$ cat src/rtl/dmac_pkg.sv
package dmac_pkg;
  localparam int OP_W = 5;

  typedef struct packed {
    logic hiword;   // bit 4
    logic accum;    // bit 3
    logic long_m;   // bit 2
    logic sub;      // bit 1
    logic xchg;     // bit 0
  } dmac_op_t;
endpackage

$ cat src/rtl/dmac_lane_mul.sv
module dmac_lane_mul #(
  parameter int HW = 16
) (
  input  logic [HW-1:0]   a_i,
  input  logic [HW-1:0]   b_i,
  output logic [2*HW-1:0] p_o
);
  logic signed [2*HW-1:0] a_x, b_x;
  assign a_x = {{HW{a_i[HW-1]}}, a_i};
  assign b_x = {{HW{b_i[HW-1]}}, b_i};
  assign p_o = a_x * b_x;
endmodule

$ cat src/rtl/dmac_combine.sv
module dmac_combine
  import dmac_pkg::*;
#(
  parameter int DW = 32
) (
  input  logic [DW-1:0]   p_lo_i,
  input  logic [DW-1:0]   p_hi_i,
  input  logic [DW-1:0]   mhi_i,
  input  logic [2*DW-1:0] acc_i,
  input  dmac_op_t        op_i,
  output logic [2*DW-1:0] res_o,
  output logic            ovf_o
);
  localparam int W2 = 2 * DW;

  logic [W2-1:0] lo_x, hi_x, d, acc_eff, acc_n, wide;
  logic [DW:0]   top_bits;

  assign lo_x     = {{DW{p_lo_i[DW-1]}}, p_lo_i};
  assign hi_x     = {{DW{p_hi_i[DW-1]}}, p_hi_i};
  assign d        = op_i.sub ? (lo_x - hi_x) : (lo_x + hi_x);
  assign acc_eff  = op_i.accum ? acc_i : '0;
  assign acc_n    = {{DW{acc_eff[DW-1]}}, acc_eff[DW-1:0]};
  assign wide     = d + acc_n;
  assign top_bits = wide[W2-1:DW-1];

  always_comb begin
    res_o = '0;
    ovf_o = 1'b0;
    if (op_i.hiword) begin
      res_o[DW-1:0] = mhi_i + acc_eff[DW-1:0];
    end else if (op_i.long_m) begin
      res_o = d + acc_eff;
    end else begin
      res_o[DW-1:0] = wide[DW-1:0];
      // exact sum out of signed 32-bit range
      ovf_o = !op_i.sub && !((&top_bits) || !(|top_bits));
    end
  end
endmodule

$ cat src/rtl/dmac_unit.sv
module dmac_unit
  import dmac_pkg::*;
#(
  parameter int DW = 32
) (
  input  logic                clk_i,
  input  logic                rst_ni,
  input  logic                valid_i,
  input  logic [DW-1:0]       op_a_i,
  input  logic [DW-1:0]       op_b_i,
  input  logic [2*DW-1:0]     acc_i,
  input  logic [OP_W-1:0]     op_i,
  output logic                valid_o,
  output logic [2*DW-1:0]     result_o,
  output logic                ovf_o
);
  localparam int HW    = DW / 2;
  localparam int LANES = 2;
  localparam int W2    = 2 * DW;

  dmac_op_t op_in;
  logic [DW-1:0] b_sel;
  logic [LANES-1:0][DW-1:0] lane_p;
  logic [W2-1:0] a_ext, b_ext, full_p;

  assign op_in = dmac_op_t'(op_i);
  assign b_sel = op_in.xchg ? {op_b_i[HW-1:0], op_b_i[DW-1:HW]} : op_b_i;

  for (genvar g = 0; g < LANES; g++) begin : g_lane
    dmac_lane_mul #(.HW(HW)) u_mul (
      .a_i (op_a_i[g*HW +: HW]),
      .b_i (b_sel[g*HW +: HW]),
      .p_o (lane_p[g])
    );
  end

  assign a_ext  = {{DW{op_a_i[DW-1]}}, op_a_i};
  assign b_ext  = {{DW{op_b_i[DW-1]}}, op_b_i};
  assign full_p = a_ext * b_ext;

  // stage 1: products and selectors
  logic                     v1_q;
  logic [LANES-1:0][DW-1:0] lane_q;
  logic [DW-1:0]            mhi_q;
  logic [W2-1:0]            acc_q;
  dmac_op_t                 op_q;

  always_ff @(posedge clk_i or negedge rst_ni) begin
    if (!rst_ni) begin
      v1_q   <= 1'b0;
      lane_q <= '0;
      mhi_q  <= '0;
      acc_q  <= '0;
      op_q   <= '0;
    end else begin
      v1_q <= valid_i;
      if (valid_i) begin
        lane_q <= lane_p;
        mhi_q  <= full_p[W2-1:DW];
        acc_q  <= acc_i;
        op_q   <= op_in;
      end
    end
  end

  // stage 2: combine and accumulate
  logic [W2-1:0] comb_res;
  logic          comb_ovf;

  dmac_combine #(.DW(DW)) u_comb (
    .p_lo_i (lane_q[0]),
    .p_hi_i (lane_q[1]),
    .mhi_i  (mhi_q),
    .acc_i  (acc_q),
    .op_i   (op_q),
    .res_o  (comb_res),
    .ovf_o  (comb_ovf)
  );

  logic          valid_q, ovf_q;
  logic [W2-1:0] res_q;
  dmac_op_t      out_op_q;

  always_ff @(posedge clk_i or negedge rst_ni) begin
    if (!rst_ni) begin
      valid_q  <= 1'b0;
      res_q    <= '0;
      ovf_q    <= 1'b0;
      out_op_q <= '0;
    end else begin
      valid_q <= v1_q;
      ovf_q   <= ovf_q | (v1_q & comb_ovf);
      if (v1_q) begin
        res_q    <= comb_res;
        out_op_q <= op_q;
      end
    end
  end

  assign valid_o  = valid_q;
  assign result_o = res_q;
  assign ovf_o    = ovf_q;

  assert_sticky_ovf_R8: assert property (@(posedge clk_i) disable iff (!rst_ni)
    ovf_o |=> ovf_o);

  assert_ovf_with_valid_R8: assert property (@(posedge clk_i) disable iff (!rst_ni)
    $rose(ovf_o) |-> valid_o);

  assert_ovf_only_short_sum_R5: assert property (@(posedge clk_i) disable iff (!rst_ni)
    $rose(ovf_o) |-> (!out_op_q.sub && !out_op_q.long_m && !out_op_q.hiword));

  assert_upper_zero_R10: assert property (@(posedge clk_i) disable iff (!rst_ni)
    (valid_o && (out_op_q.hiword || !out_op_q.long_m)) |-> (result_o[W2-1:DW] == '0));

  assert_hold_result_R11: assert property (@(posedge clk_i) disable iff (!rst_ni)
    !valid_o |-> $stable(result_o));
endmodule

$ cat config.mk
export PLATFORM = sky130hd
export DESIGN_NAME = dmac_unit
export DESIGN_NICKNAME = d
export VERILOG_FILES = /design/src/rtl/dmac_pkg.sv /design/src/rtl/dmac_lane_mul.sv /design/src/rtl/dmac_combine.sv /design/src/rtl/dmac_unit.sv
export SDC_FILE = /design/constraint.sdc
export NUM_CORES = 2
export LEC_CHECK = 0
export BUFFER_PORTS_ARGS = -buffer_cell sky130_fd_sc_hd__buf_2
export CAP_MARGIN = 25
export CORE_ASPECT_RATIO = 1.1
export CORE_MARGIN = 2
export CORE_UTILIZATION = 50
export DETAILED_ROUTE_END_ITERATION = 7
export MAX_ROUTING_LAYER = met4
export PLACE_DENSITY = 0.66
export SYNTH_ARGS = -nofsm -noshare
export SYNTH_HDL_FRONTEND = slang
export SYNTH_SLANG_ARGS = --single-unit
export TNS_END_PERCENT = 30
$ cat constraint.sdc
create_clock -name clk_i -period 10.97 [get_ports clk_i]
set_clock_uncertainty 0.2 [all_clocks]
set_input_delay 2.194 -clock clk_i [delete_from_list [all_inputs] [get_ports clk_i]]
set_output_delay 2.194 -clock clk_i [all_outputs]
set_load 0.01 [all_outputs]
# [Yosys cells after proc, flatten, opt, wreduce, memory -nomap -nowiden]
# Index checks and enable logic that the tools add are counted.
[classes] n_eq_ne=0 n_reduce_logical=7 shifts=0 n_div=0 mux=9 addsub=5 n_bitwise=2 multipliers=3 magnitude_cmp=0
[ops] operator="32-bit 2-to-1 mux" n=5
[ops] operator="64-bit adder" n=2
[ops] operator="64-bit 2-to-1 mux" n=2
[ops] operator="16-bit by 16-bit multiplier with 32-bit output" n=2
[ops] operator="32-bit by 32-bit multiplier with 64-bit output" n=1
[ops] operator="32-bit by 32-bit adder with 33-bit output" n=1
[ops] operator="33-bit AND reduction" n=1
[ops] operator="33-bit OR reduction" n=1
[ops] operator="32-bit by 32-bit subtractor with 33-bit output" n=1
[ops] operator="32-bit adder" n=1
[ops] operator="1-bit logical NOT" n=3
[ops] operator="1-bit 2-to-1 mux" n=2
[ops] operator="1-bit bitwise AND" n=1
[ops] operator="1-bit logical AND" n=1
[ops] operator="1-bit logical OR" n=1
[ops] operator="1-bit OR" n=1
[totals] output_inout_bits=66 ram_bits=0 latch_bits=0 wordCells=38 mem_count=0 ff_bits=231 romBits=0 inputBits=136

# [Logic depth before layout (Yosys ltp)]
[logic_depth] ltp_word=12 ltp_mapped=32 mapped_depth_nobuf=31

# [Modules after synthesis]
# A second synthesis with hierarchy kept.
[unflattened] hier_cells=7834 area_unflattened_um2=73033.8
[modules_own_cells] mod="dmac_unit" n_inst=1 area_per_inst_um2=44428.9 cells_per_inst=4323 seq_area_each_um2=5805.6
[modules_own_cells] mod="dmac_lane_mul at g_lane[0].u_mul" n_inst=1 area_per_inst_um2=10152.2 cells_per_inst=1151 seq_area_each_um2=0.0
[modules_own_cells] mod="dmac_lane_mul at g_lane[1].u_mul" n_inst=1 area_per_inst_um2=9963.3 cells_per_inst=1106 seq_area_each_um2=0.0
[modules_own_cells] mod="dmac_combine" n_inst=1 area_per_inst_um2=8489.4 cells_per_inst=1254 seq_area_each_um2=0.0

# [Worst setup path after synthesis]
# OpenSTA, ideal clock, no wires.
[synth_timing] kind="input-to-reg" start="in op_a_i[31]" end="reg mhi_q[29]" arrival_time_ns=9.890 required_time_ns=10.637 setup_ns=0.133 path_slack_ns=0.746 cell_stages=26 path_buffers=3 path_cell_list="clkbuf_1 > clkbuf_1 > nand2_1 > inv_1 > fa_1 > fa_1 > fa_1 > fa_1 > fa_1 > inv_1 > fa_1 > fa_1 > fa_1 > inv_1 > ha_1 > clkbuf_1 > a21o_1 > a21o_1 > a21oi_1 > o21a_1 > o21ai_0 > nor3_1 > a21oi_1 > a21o_1 > a2111oi_0 > nor2_1"
[synth_via] elab_chain_len=1
[synth_lines] element="from (decl)" line="dmac_unit.sv:9" source="input logic [DW-1:0] op_a_i,"
[synth_lines] element="32-bit by 32-bit multiplier with 64-bit output" line="dmac_unit.sv:39" source="assign full_p = a_ext * b_ext;"
[synth_lines] element="to (signal assigned)" line="dmac_unit.sv:59" source="mhi_q <= full_p[W2-1:DW];"
[synth_lines] element="to (decl)" line="dmac_unit.sv:44" source="logic [DW-1:0] mhi_q;"
# Every way passes these cells.
# A chain may end at the register's enable or synchronous reset.

# [Final worst setup path]
[layout_timing] start="in op_b_i[3]" end="reg mhi_q[29]"
[layout_via] elab_chain_len=1
[layout_lines] element="from (decl)" line="dmac_unit.sv:10" source="input logic [DW-1:0] op_b_i,"
[layout_lines] element="32-bit by 32-bit multiplier with 64-bit output" line="dmac_unit.sv:39"
# Every way passes these cells.

==> flow_metrics.tcl <==
set metrics [dict create \
    syn_inst 7847 \
    crit_path_end_kind "register" \
    place_inst 9735 \
    arrival_ns 10.52 \
    synth_common_cells "inv_1, fa_1, nand2_1" \
    cts_resized 0 \
    fin_nets 10067 \
    grt_max_degree 121 \
    synthTopCellsByArea "fa_1, inv_1, ha_1" \
    netlist.area_leader.share 0.451 \
    die_area_mm2 0.146 \
    dr.first_iter.drc_count 3652 \
    setup-tns-final_ns 0 \
    status "finished, final reports clean" \
    timing.final.hold_violations 0 \
    routed_wl_um 201000 \
    die_y_um 400 \
    path_max_fanout 34 \
    tightest_slew_ns 0.981 \
    dr_total_vias 53656 \
    synthArstFlopShare 1.00 \
    cap_violations 0 \
    grt_pass1_wl_um 326000 \
    synth.avg_cell_area_um2 9.10 \
    post_cts.repair.setup_buffers 0 \
    antenna_found_initial 17 \
    hold_class "reg -> reg" \
    yosys_most_used_dff "dfrtp_1" \
    overflow 0 \
    drc_errors 0 \
    ys_types 91 \
    drive_above_1_share 0.0792 \
    synth-seq-cells 231 \
    fill_cells 13191 \
    dp_hpwl_um 165000 \
    worst_path_most_repeated_cell "fa_1" \
    grtUsageTotal 0.297 \
    ctsHtreeMaxLevel 1 \
    place.port_buffers 201 \
    cts_inserted_buffers 25 \
    critPathSlowestCell "buf_2" \
    final_cell_count_no_fill 9795 \
    worstSetupPathType "in -> reg" \
    tritoncts "yes" \
    cpPeakStageDelay_ns 0.71 \
    slew_headroom 0.346 \
    maxSlewViolCount 0 \
    yosys.cell_count.top_type "inv_1" \
    max_freq_ghz 0.0973 \
    synth_edf_count 0 \
    syn_nets 10063 \
    period_share 0.937 \
    finalSetupViolCount 0 \
    ctsHoldBuffers 0 \
    start_util 0.503 \
    synth_area_leader_cell "fa_1" \
    holdCritStartpoint "result_o[25]" \
    final.min_clock_period_ns 10.28 \
    rows 145 \
    startpoint "op_b_i[3]" \
    worst_setup_path_start_kind "input pin" \
    r2r_start "lane_q[39]" \
    syn-cell-area_mm2 0.0714 \
    antenna_left 0 \
    avgViaCountPerCell 5.48 \
    clk_pin_slew_worst_paths_ns 0.07 \
    gp_congestion 0.930 \
    ios 202 \
    core_area_mm2 0.142 \
    yosysSeqAreaShare 0.0810 \
    cts_buffer_depth 3 \
    syn_to_final_growth_pct 5.70 \
    grt_pass1_vias 59284 \
    whs_ns 0.284 \
    rsz0062_at_grt "false" \
    wl_per_cell_um 20.6 \
    required_ns 11.21 \
    insertion_delay_ns 0.56 \
    ys.warnings.count 0 \
    die_w_um 364 \
    clkSinkCount 231 \
    cts_root_buf "clkbuf_16" \
    firstDrtPassIters 5 \
]
worst max-delay path, delay by kind of cell:
family	cells	cell delay (ns)
buffers and inverters	8	1.33
AOI/OAI and AO/OA	9	2.18
adders and majority gates	9	4.28
and+or+nand+nor	3	0.48
flip-flops by register name, indices dropped and copies added, names as in the netlist:
name / cells
ovf_o: 1
valid_o: 1
acc_q: 64
result_o: 64
lane_q: 64
mhi_q: 32
op_q: 4
v1_q: 1
final timing paths:
path                                end  slack [ns]  cells past startpoint
max in group asynchronous    lane_q[26]        7.61                      2
min                        result_o[25]        0.28                      1
min reg2reg                result_o[25]        0.28                      1
min in group asynchronous      acc_q[9]        1.50                      1
max reg2reg                result_o[61]        2.18                     29
max                           mhi_q[29]        0.69                     29
cells by family (layout without fill, tap and decap cells):
| group | count (synthesis) | count (layout) | synth area share |
|---|---|---|---|
| buffers and inverters | 2161 | 2183 | 0.114 |
| flip-flops | 231 | 231 | 0.0810 |
| multiplexers | 176 | 176 | 0.0274 |
| AO/OA/AOI/OAI | 770 | 770 | 0.0701 |
| adder cells (fa/ha/maj) | 2080 | 2080 | 0.534 |
| AND/OR/NAND/NOR | 2192 | 2192 | 0.145 |
| other | 0 | 15 | 0 |
| XOR/XNOR | 237 | 237 | 0.0293 |
through the flow:
step | setup slack, ns | utilization | instance area [µm²]
CTS | 0.717 | 0.532 | 75400
floorplan | 0.746 | - | 71400
global route | 0.282 | 0.532 | 75500
detailed placement | 0.150 | 0.526 | 74600
global placement | 0.233 | 0.526 | 74600
finish | 0.690 | 0.532 | 75500
layout by cell type (no fill, tap or decap), types with 18 or more instances in the layout:
master     Yosys  routed
and2_1       395     395
or2_2         35      35
nand2_1     1157    1157
a22o_1        21      21
a21oi_1      251     251
xor2_1        52      52
and3_1        18      18
nand4_1       29      29
mux2i_1       22      22
nor2_1       191     191
o21ai_0      124     124
nor3_1        43      43
mux2_2       154     154
inv_1       1771    1771
dfrtp_1      231     229
a21o_1       105     105
a31oi_1       35      35
buf_2          1     199
buf_4          0     160
or3_1         19      19
nand3_1       59      59
o21a_1        32      32
ha_1         472     472
o211ai_1      19      19
fa_1        1608    1608
clkbuf_16      0      25
nand2b_1      70      70
o21bai_1      30      30
nor2b_1      130     130
xnor2_1      184     183
routing by layer:
layer / up-vias / track usage / share of wire
met5: - / - / 0
li1: 23556 / - / -
met3: 575 / 0.0336 / 0.057
met1: 27742 / 0.354 / 0.38
met4: 0 / 0.147 / 0.063
met2: 1783 / 0.499 / 0.50
area by class of cell:
| cell class | count | area [µm²] | area share |
|---|---|---|---|
| Antenna cell | 15 | 37.5 | 0.000497 |
| Tap cell | 1911 | 2390 | 0.0317 |
| Clock inverter | 10 | 118 | 0.00156 |
| Inverter | 1773 | 6660 | 0.0882 |
| Sequential cell | 231 | 5780 | 0.0766 |
| Clock buffer | 35 | 703 | 0.00932 |
| Multi-Input combinational cell | 5455 | 57500 | 0.762 |
| Timing Repair Buffer | 365 | 2300 | 0.0305 |
Power is left out: the tool's default activity adds up to more than one toggle a clock period on the data nets, which glitch-free logic cannot reach.
